## config.mk

```make
export PLATFORM = sky130hd
export DESIGN_NAME = sdrq_splitter
export DESIGN_NICKNAME = d
export VERILOG_FILES = /design/src/rtl/sdrq_pkg.sv /design/src/rtl/sdrq_addr_decode.sv /design/src/rtl/sdrq_piece_calc.sv /design/src/rtl/sdrq_split_ctrl.sv /design/src/rtl/sdrq_splitter.sv
export SDC_FILE = /design/constraint.sdc
export NUM_CORES = 1
export LEC_CHECK = 0
export ABC_CLOCK_PERIOD_IN_PS = 16500
export BUFFER_PORTS_ARGS = -buffer_cell sky130_fd_sc_hd__buf_2
export CAP_MARGIN = 20
export CELL_PAD_IN_SITES_DETAIL_PLACEMENT = 0
export CELL_PAD_IN_SITES_GLOBAL_PLACEMENT = 2
export CORE_MARGIN = 5
export CORE_UTILIZATION = 34
export CTS_CLUSTER_DIAMETER = 30
export DETAILED_ROUTE_END_ITERATION = 10
export PLACE_DENSITY_LB_ADDON = 0.1
export SLEW_MARGIN = 15
export SYNTH_ARGS = -nofsm -noshare
export SYNTH_HDL_FRONTEND = slang
export SYNTH_SLANG_ARGS = --single-unit
export TNS_END_PERCENT = 100
```

## constraint.sdc

```tcl
create_clock -name clk -period 16.5 [get_ports clk]
set_clock_uncertainty 0.1 [all_clocks]
set_input_delay 4.95 -clock clk [delete_from_list [all_inputs] [get_ports clk]]
set_output_delay 4.95 -clock clk [all_outputs]
set_load 0.05 [all_outputs]
```

## src/rtl/sdrq_pkg.sv

```systemverilog
package sdrq_pkg;

    localparam int ROW_W     = 12;
    localparam int BANK_W    = 2;
    localparam int COL_MIN_W = 8;
    localparam int COL_MAX_W = 11;
    localparam int LOC_W     = ROW_W + BANK_W + COL_MAX_W;

    typedef struct packed {
        logic [ROW_W-1:0]     row;
        logic [BANK_W-1:0]    bank;
        logic [COL_MAX_W-1:0] col;
    } sdrq_loc_t;

    typedef enum logic [1:0] {
        ST_IDLE  = 2'd0,
        ST_ISSUE = 2'd1,
        ST_DONE  = 2'd2
    } sdrq_state_e;

    function automatic int unsigned col_bits(input logic [1:0] sel);
        return COL_MIN_W + int'(sel);
    endfunction

    function automatic logic [COL_MAX_W:0] page_words(input logic [1:0] sel);
        logic [COL_MAX_W:0] one;
        one = 1;
        return one << col_bits(sel);
    endfunction

endpackage

```

## src/rtl/sdrq_addr_decode.sv

```systemverilog
module sdrq_addr_decode
    import sdrq_pkg::*;
#(
    parameter int ADDR_W = 26
) (
    input  logic [1:0]        sel,
    input  logic [ADDR_W-1:0] addr,
    output sdrq_loc_t         loc
);
    logic [ADDR_W-1:0]    upper;
    logic [COL_MAX_W-1:0] mask;

    always_comb begin
        upper    = addr >> col_bits(sel);
        mask     = COL_MAX_W'(page_words(sel) - 1'b1);
        loc.col  = addr[COL_MAX_W-1:0] & mask;
        loc.bank = upper[BANK_W-1:0];
        loc.row  = upper[BANK_W +: ROW_W];
    end
endmodule

```

## src/rtl/sdrq_piece_calc.sv

```systemverilog
module sdrq_piece_calc
    import sdrq_pkg::*;
#(
    parameter int LEN_W = 9
) (
    input  logic [1:0]           sel,
    input  logic [COL_MAX_W-1:0] col,
    input  logic [LEN_W:0]       remain,
    input  logic                 wrap,
    output logic [LEN_W:0]       piece,
    output logic                 last
);
    localparam int CW = (LEN_W + 1 > COL_MAX_W + 1) ? LEN_W + 1 : COL_MAX_W + 1;

    logic [CW-1:0] left_w;
    logic [CW-1:0] rem_w;

    always_comb begin
        left_w = CW'(page_words(sel)) - CW'(col);
        rem_w  = CW'(remain);
        last   = wrap || (rem_w <= left_w);
        piece  = last ? remain : (LEN_W + 1)'(left_w);
    end
endmodule

```

## src/rtl/sdrq_split_ctrl.sv

```systemverilog
module sdrq_split_ctrl
    import sdrq_pkg::*;
#(
    parameter int LEN_W = 9
) (
    input  logic                 clk,
    input  logic                 rst,
    input  logic [1:0]           cfg_col_sel,
    input  logic                 up_valid,
    input  sdrq_loc_t            up_loc,
    input  logic [LEN_W-1:0]     up_len,
    input  logic                 up_wr,
    input  logic                 up_wrap,
    output logic                 up_ack,
    input  logic [LEN_W:0]       piece,
    input  logic                 piece_last,
    output logic [1:0]           sel_q,
    output logic [LEN_W:0]       remain,
    output sdrq_loc_t            cur,
    output logic                 wrap_q,
    output logic                 dn_valid,
    output logic [LEN_W-1:0]     dn_len,
    output logic                 dn_wr,
    input  logic                 dn_ack
);
    localparam int RB_W = ROW_W + BANK_W;

    sdrq_state_e     state;
    logic            wr_q;
    logic [RB_W-1:0] rb_next;

    assign rb_next  = {cur.row, cur.bank} + RB_W'(1);
    assign dn_valid = (state == ST_ISSUE);
    assign dn_len   = LEN_W'(piece - (LEN_W + 1)'(1));
    assign dn_wr    = wr_q;
    assign up_ack   = (state == ST_DONE);

    always_ff @(posedge clk) begin
        if (rst) begin
            state  <= ST_IDLE;
            cur    <= '0;
            remain <= '0;
            sel_q  <= '0;
            wr_q   <= 1'b0;
            wrap_q <= 1'b0;
        end else begin
            unique case (state)
                ST_IDLE: begin
                    if (up_valid) begin
                        cur    <= up_loc;
                        remain <= {1'b0, up_len} + (LEN_W + 1)'(1);
                        sel_q  <= cfg_col_sel;
                        wr_q   <= up_wr;
                        wrap_q <= up_wrap;
                        state  <= ST_ISSUE;
                    end
                end
                ST_ISSUE: begin
                    if (dn_ack) begin
                        if (piece_last) begin
                            state <= ST_DONE;
                        end else begin
                            remain   <= remain - piece;
                            cur.col  <= '0;
                            cur.bank <= rb_next[BANK_W-1:0];
                            cur.row  <= rb_next[BANK_W +: ROW_W];
                        end
                    end
                end
                ST_DONE: state <= ST_IDLE;
                default: state <= ST_IDLE;
            endcase
        end
    end


    hold_fields_chk: assert property (@(posedge clk) disable iff (rst)
        (dn_valid && !dn_ack) |=> (dn_valid && $stable(cur) && $stable(dn_len) && $stable(dn_wr)));


    ack_pulse_chk: assert property (@(posedge clk) disable iff (rst)
        up_ack |=> !up_ack);


    ack_after_last_chk: assert property (@(posedge clk) disable iff (rst)
        up_ack |-> $past(dn_valid && dn_ack));


    next_col_zero_chk: assert property (@(posedge clk) disable iff (rst)
        (dn_valid && dn_ack && !piece_last) |=> (dn_valid && cur.col == '0));


    page_fit_chk: assert property (@(posedge clk) disable iff (rst)
        (dn_valid && !wrap_q) |-> ((int'(cur.col) + int'(dn_len)) < int'(page_words(sel_q))));

endmodule

```

## src/rtl/sdrq_splitter.sv

```systemverilog
module sdrq_splitter
    import sdrq_pkg::*;
#(
    parameter int ADDR_W = 26,
    parameter int LEN_W  = 9
) (
    input  logic                 clk,
    input  logic                 rst,
    input  logic [1:0]           cfg_col_sel,
    input  logic                 up_valid,
    input  logic [ADDR_W-1:0]    up_addr,
    input  logic [LEN_W-1:0]     up_len,
    input  logic                 up_wr,
    input  logic                 up_wrap,
    output logic                 up_ack,
    output logic                 dn_valid,
    output logic [BANK_W-1:0]    dn_bank,
    output logic [ROW_W-1:0]     dn_row,
    output logic [COL_MAX_W-1:0] dn_col,
    output logic [LEN_W-1:0]     dn_len,
    output logic                 dn_wr,
    output logic                 dn_wrap,
    input  logic                 dn_ack
);
    sdrq_loc_t       up_loc;
    sdrq_loc_t       cur;
    logic [1:0]      sel_q;
    logic [LEN_W:0]  remain;
    logic [LEN_W:0]  piece;
    logic            piece_last;
    logic            wrap_q;

    sdrq_addr_decode #(.ADDR_W(ADDR_W)) u_decode (
        .sel  (cfg_col_sel),
        .addr (up_addr),
        .loc  (up_loc)
    );

    sdrq_piece_calc #(.LEN_W(LEN_W)) u_calc (
        .sel    (sel_q),
        .col    (cur.col),
        .remain (remain),
        .wrap   (wrap_q),
        .piece  (piece),
        .last   (piece_last)
    );

    sdrq_split_ctrl #(.LEN_W(LEN_W)) u_ctrl (
        .clk         (clk),
        .rst         (rst),
        .cfg_col_sel (cfg_col_sel),
        .up_valid    (up_valid),
        .up_loc      (up_loc),
        .up_len      (up_len),
        .up_wr       (up_wr),
        .up_wrap     (up_wrap),
        .up_ack      (up_ack),
        .piece       (piece),
        .piece_last  (piece_last),
        .sel_q       (sel_q),
        .remain      (remain),
        .cur         (cur),
        .wrap_q      (wrap_q),
        .dn_valid    (dn_valid),
        .dn_len      (dn_len),
        .dn_wr       (dn_wr),
        .dn_ack      (dn_ack)
    );

    assign dn_bank = cur.bank;
    assign dn_row  = cur.row;
    assign dn_col  = cur.col;
    assign dn_wrap = wrap_q;


    reset_idle_chk: assert property (@(posedge clk)
        rst |=> (!dn_valid && !up_ack));

endmodule

```

== Word level (Yosys, flattened, before mapping) ==
Index checks and enable logic that the tools add are counted.
Widths: inputs -> output; s select.

* Bitwise logic cells: 1
* Equality and inequality tests: 6
* Add/sub/neg operators: 8
* Mux-type cells: 13
* Shift operators: 3
* Reduce and logical (&&, ||, !) cells: 6
* Magnitude comparators: 1

{| class="wikitable"
|+ Operator list
! cell !! number
|-
| $mux 25 || 3
|-
| $pmux 25 s2 || 1
|-
| $mux 10 || 4
|-
| $shl 1x32->11 const A || 1
|-
| $shl 1x32->12 const A || 1
|-
| $shr 26x5->14 || 1
|-
| $pmux 10 s2 || 1
|-
| $add 14x1->14 const B || 1
|-
| $le 10x12->1 || 1
|-
| $sub 12x11->12 || 1
|-
| $and 11x11->11 || 1
|-
| $sub 11x1->11 const B || 1
|-
| $add 4x2->5 const A || 2
|-
| $add 9x1->10 const B || 1
|-
| $sub 10x10->10 || 1
|-
| $sub 9x1->9 const B || 1
|-
| $mux 2 || 3
|-
| $ne 2x1->1 const B || 2
|-
| $ne 2x2->1 const B || 2
|-
| $pmux 2 s2 || 1
|-
| $reduce_and 4->1 || 1
|-
| $reduce_and 3->1 || 1
|-
| $eq 2x1->1 const B || 1
|-
| $eq 2x2->1 const B || 1
|-
| other kinds (4) || 4
|}

* Output and inout bits: 38
* Bits in registers: 41
* Input port bits: 43
* Word-level logic and storage cells: 46

== Depth between registers and ports, before layout ==
* Depth after elaboration: 10
* Gate-level depth with buffers: 23
* Depth with buffers taken out: 22

== By module ==
A second synthesis with hierarchy kept.

* Cell total of the unflattened synthesis: 461
* Area, all modules: 3704.8 um2

{| class="wikitable"
|+ Modules (own cells, without submodules)
! module !! cells an instance !! area each (um2) !! instances
|-
| sdrq_split_ctrl || 334 || 2522.4 || 1
|-
| sdrq_piece_calc || 98 || 709.4 || 1
|-
| sdrq_addr_decode || 29 || 473.0 || 1
|}

== Least setup slack after synthesis ==
No wires, ideal clock.

* Path type: register to output
* Start: register, netlist name u_ctrl.cur[0]
* End: output port dn_len[6]
* Arrival time: 5.543 ns
* Path slack: 5.907 ns
* Data required time: 11.450 ns
* Buffers on the path: 1
* Stages on the path, launching flop included: 20
* Path through: dfxtp_1 inv_1 ha_1 nand2_1 xor2_1 inv_1 ha_1 nand4_1 o21bai_1 o31ai_1 a2111oi_4 nand2_4 buf_6 a21oi_1 ha_1 nand2_1 nor3_1 nand3_1 a221o_1 xor2_1

* Cells in the longest elaborated chain, start to end: 5

{| class="wikitable"
|+ RTL lines
! element !! line !! source
|-
| $sub 12x11->12 * || sdrq_piece_calc.sv:19 || <nowiki>left_w = CW'(page_words(sel)) - CW'(col);</nowiki>
|-
| $le 10x12->1 || sdrq_piece_calc.sv:21 || <nowiki>last = wrap || (rem_w <= left_w);</nowiki>
|-
| $logic_or 1x1->1 || sdrq_piece_calc.sv:21 ||
|-
| $mux 10 * || sdrq_piece_calc.sv:22 || <nowiki>piece = last ? remain : (LEN_W + 1)'(left_w);</nowiki>
|-
| $sub 9x1->9 * || sdrq_split_ctrl.sv:34 || <nowiki>assign dn_len = LEN_W'(piece - (LEN_W + 1)'(1));</nowiki>
|-
| end: declaration || sdrq_splitter.sv:20 || <nowiki>output logic [LEN_W-1:0] dn_len,</nowiki>
|}

Every way passes the cells marked *; elsewhere a longest branch is shown, timed or not.

== Worst setup path in the final report ==
* Start: register, netlist name u_ctrl.cur[2]
* End: output port dn_len[6]

* Cells in the longest elaborated chain, start to end: 5

{| class="wikitable"
|+ RTL lines
! element !! line
|-
| $sub 12x11->12 * || sdrq_piece_calc.sv:19
|-
| $le 10x12->1 || sdrq_piece_calc.sv:21
|-
| $logic_or 1x1->1 || sdrq_piece_calc.sv:21
|-
| $mux 10 * || sdrq_piece_calc.sv:22
|-
| $sub 9x1->9 * || sdrq_split_ctrl.sv:34
|}

Marked as above.

==> results.sh <==
export IMPL_port_buffers=79
export IMPL_drt_total_wl_microns=11400
export IMPL_num_io_pins=81
export IMPL_power_frac_seq=0.246
export IMPL_initial_core_util=0.348
export IMPL_ant_nets=0
export IMPL_htree_levels=2
export IMPL_crit_chain="nor4_4 -> a41oi_1 -> xnor2_1 -> inv_1 -> ha_1 -> nand2_1 -> o21bai_1 -> o31ai_1 -> a2111oi_4 -> nand2_4 -> a21oi_1 -> ha_1 -> nand2_1 -> nor3_1 -> nand3_1 -> a221o_1 -> xor2_1 -> buf_2"
export IMPL_arrival_ps=5100
export IMPL_finalCritPeriodShare=0.615
export IMPL_syn_area_sq_um=3770
export IMPL_drv_cap=0
export IMPL_dieArea_sq_um=13300
export IMPL_finalSetupViolCount=0
export IMPL_grt_overflow=0
export IMPL_crit_type="reg2out"
export IMPL_drtIter0Drc=235
export IMPL_dr_wl_met3_microns=436
export IMPL_antenna_cells=0
export IMPL_dr_wl_met2_microns=5100
export IMPL_startpoint_type="register"
export IMPL_postCtsSetupRepairBufs=0
export IMPL_drcViolationCount=0
export IMPL_postCtsHoldBufs=0
export IMPL_cp_slowest_cell="a2111oi_4"
export IMPL_tritoncts="yes"
export IMPL_status="completed"
export IMPL_antenna_found_initial=1
export IMPL_tns_ps=0
export IMPL_crit_path_start="u_ctrl.cur[2]$_SDFFE_PP0P_"
export IMPL_die_h_microns=115
export IMPL_pwr_share_comb=0.572
export IMPL_ff2ff_path_depth=20
export IMPL_highest_signal_layer="met5"
export IMPL_rsz0062_at_grt="false"
export IMPL_synth_seq_area_share=0.218
export IMPL_synthCells=490
export IMPL_m1WireLength_microns=5740
export IMPL_grt_pass1_vias=3698
export IMPL_hpwl_microns=8630
export IMPL_hp_start="u_ctrl.cur[8]$_SDFFE_PP0P_"
export IMPL_min_path_cells=2
export IMPL_p_total_uw=496
export IMPL_drv_slew=0
export IMPL_p_switching_uw=243
export IMPL_pwr_share_clk=0.182
export IMPL_min_path_type="reg2reg"
export IMPL_drive_gt1_frac=0.211
export IMPL_cp_slowest_stage_delay_ps=620
export IMPL_grt_max_degree=47
export IMPL_fp_row_count=38
export IMPL_power_density_nw_per_um2=114
export IMPL_slew_headroom=0.438
export IMPL_cts_sinks=41
export IMPL_hold_viol=0
export IMPL_synth_nets=560
export IMPL_cts_buffers=5
export IMPL_min_period_ps=10150
export IMPL_vias=3770
export IMPL_insertion_delay_ps=310
export IMPL_ys_ff_latch=41
export IMPL_p_sw_frac=0.489
export IMPL_power_leakage_uw=0.00182
export IMPL_layout_setup_ws_ps=6350
export IMPL_grt_pass1_wl_microns=18500
export IMPL_gp_congestion=0.787
export IMPL_tightestPinTransition_ps=843
export IMPL_clk_path_buf_depth=2
export IMPL_peakVddDrop_uv=77.4
export IMPL_vias_per_cell=5.42
export IMPL_ys_dominant_reg_cell="dfxtp_1"
export IMPL_pre_cts_ws_ps=6690
export IMPL_fmax_ghz=0.0985
export IMPL_endpoint_kind="primary output"
export IMPL_yosysUniqueCellTypes=63
export IMPL_cp_data_required_time_ps=11450
export IMPL_cts_resized=0
export IMPL_synthArstFlopShare=0
export IMPL_clk_pin_slew_ps=90
export IMPL_internal_power_uw=254
export IMPL_cts_root_buffer="clkbuf_8"
export IMPL_worst_path_max_fanout=17
export IMPL_r2r_start="u_ctrl.cur[2]$_SDFFE_PP0P_"
export IMPL_nets=624
export IMPL_coreArea_sq_um=10800
export IMPL_ys_warn_count=0
export IMPL_synth_edf_count=0
export IMPL_die_w_microns=115
export IMPL_syn2layout_area_growth_pct=15.6
export IMPL_drt_pass1_iter_count=4
export IMPL_syn_avg_cell_area_sq_um=7.70
export IMPL_routedWlPerCell_microns=16.5
export IMPL_grt_use_total=0.173
==> stage by stage <==
step / instances / hold slack [ps] / utilization / instance area [sq um]
2_1_floorplan: 490 / 339 / - / 3770
3_3_place_gp: 687 / 363 / 0.391 / 4240
3_5_place_dp: 687 / 367 / 0.391 / 4240
4_1_cts: 695 / 381 / 0.402 / 4360
5_1_grt: 695 / 423 / 0.402 / 4360
6_report: 695 / 380 / 0.402 / 4360
==> critical path: cells and delay by family (launching register included) <==
family	cells	cell delay (ps)
AND/OR/NAND/NOR	6	1220
adder cells (fa/ha/maj)	2	600
AO/OA/AOI/OAI	6	1800
flip-flops	1	390
XOR/XNOR	2	420
buffers and inverters	2	350
==> flip-flops by register name, indices dropped and copies added (netlist names) <==
signal	cells
u_ctrl.dn_wr	1
u_ctrl.state	2
u_ctrl.wrap_q	1
u_ctrl.cur	25
u_ctrl.sel_q	2
u_ctrl.remain	10
==> cells in the mapped netlist (all sizes together) (3+ instances only) <==
| cell | count | area share |
|---|---|---|
| nand3 | 24 | 0.032 |
| nand2b | 3 | 0.0050 |
| a31oi | 3 | 0.013 |
| nor2b | 8 | 0.013 |
| xor2 | 12 | 0.028 |
| o32ai | 4 | 0.0093 |
| a21oi | 51 | 0.071 |
| mux2i | 10 | 0.027 |
| nor2 | 47 | 0.047 |
| nor3 | 25 | 0.033 |
| nand2 | 54 | 0.056 |
| o211ai | 6 | 0.012 |
| or3 | 3 | 0.0050 |
| a22oi | 3 | 0.0060 |
| xnor2 | 16 | 0.039 |
| o21ai | 26 | 0.034 |
| nand3b | 3 | 0.0060 |
| and3 | 7 | 0.012 |
| clkbuf | 13 | 0.013 |
| and4 | 3 | 0.0070 |
| nor4 | 3 | 0.011 |
| mux4 | 5 | 0.030 |
| nand4 | 6 | 0.010 |
| dfxtp | 41 | 0.22 |
| o2111ai | 3 | 0.0070 |
| buf | 13 | 0.023 |
| a21o | 5 | 0.010 |
| and2 | 3 | 0.0050 |
| mux2 | 5 | 0.015 |
| ha | 26 | 0.086 |
| inv | 19 | 0.019 |
| a211oi | 14 | 0.028 |
==> cell usage in the layout (no fill, tap or decap), types with 7 or more instances in the layout <==
cell type,count
ha_1,26
xnor2_1,15
a21oi_1,48
xor2_1,12
and3_1,7
buf_2,79
nor3_1,25
nand3_1,24
dfxtp_1,41
nor2b_1,8
o21ai_0,24
nor2_1,47
inv_1,19
nand2_1,53
a211oi_1,14
mux2i_1,10
==> routing by layer <==
metal  up-vias  track usage
met4         2       0.0485
met2        79        0.274
li1       1923            -
met3        12       0.0321
met1      1754        0.241
met5         -            0
==> layout make-up <==
class	instances	area, sq um
clock buffer	6	82.6
inverter	19	71.3
sequential	41	821
tap	140	175
multi-input combinational	404	2750
timing repair buffer	83	425
clock inverter	2	37.5
fill	1179	6480
==> power by group through the flow <==
stage | Clock (uW) | Combinational [uW] | Sequential [uW]
3_3_place_gp | 0 | 283 | 124
5_1_grt | 96.5 | 312 | 124
4_1_cts | 92.5 | 286 | 122
6_report | 90.1 | 284 | 122
3_5_place_dp | 0 | 285 | 125
2_1_floorplan | 0 | 208 | 139
==> path summary, 6_finish.rpt <==
kind	to	slack, ps
worst max-delay path	dn_len[6]	6350
worst min-delay path	u_ctrl.cur[8]$_SDFFE_PP0P_	380
worst max register to register	u_ctrl.remain[9]$_SDFFE_PP0P_	11320
worst min register to register	u_ctrl.cur[8]$_SDFFE_PP0P_	380
==> cells by family (layout without fill, tap and decap cells) <==
logic type | count (synthesis) | in the layout | synth area share
buffers and inverters | 45 | 110 | 0.0551
flip-flops | 41 | 41 | 0.218
AO/OA/AOI/OAI | 134 | 134 | 0.240
XOR/XNOR | 28 | 28 | 0.0670
multiplexers | 20 | 20 | 0.0713
AND/OR/NAND/NOR | 195 | 195 | 0.257
adder cells (fa/ha/maj) | 27 | 27 | 0.0915
Note: power is estimated with default switching activity, not from simulation.
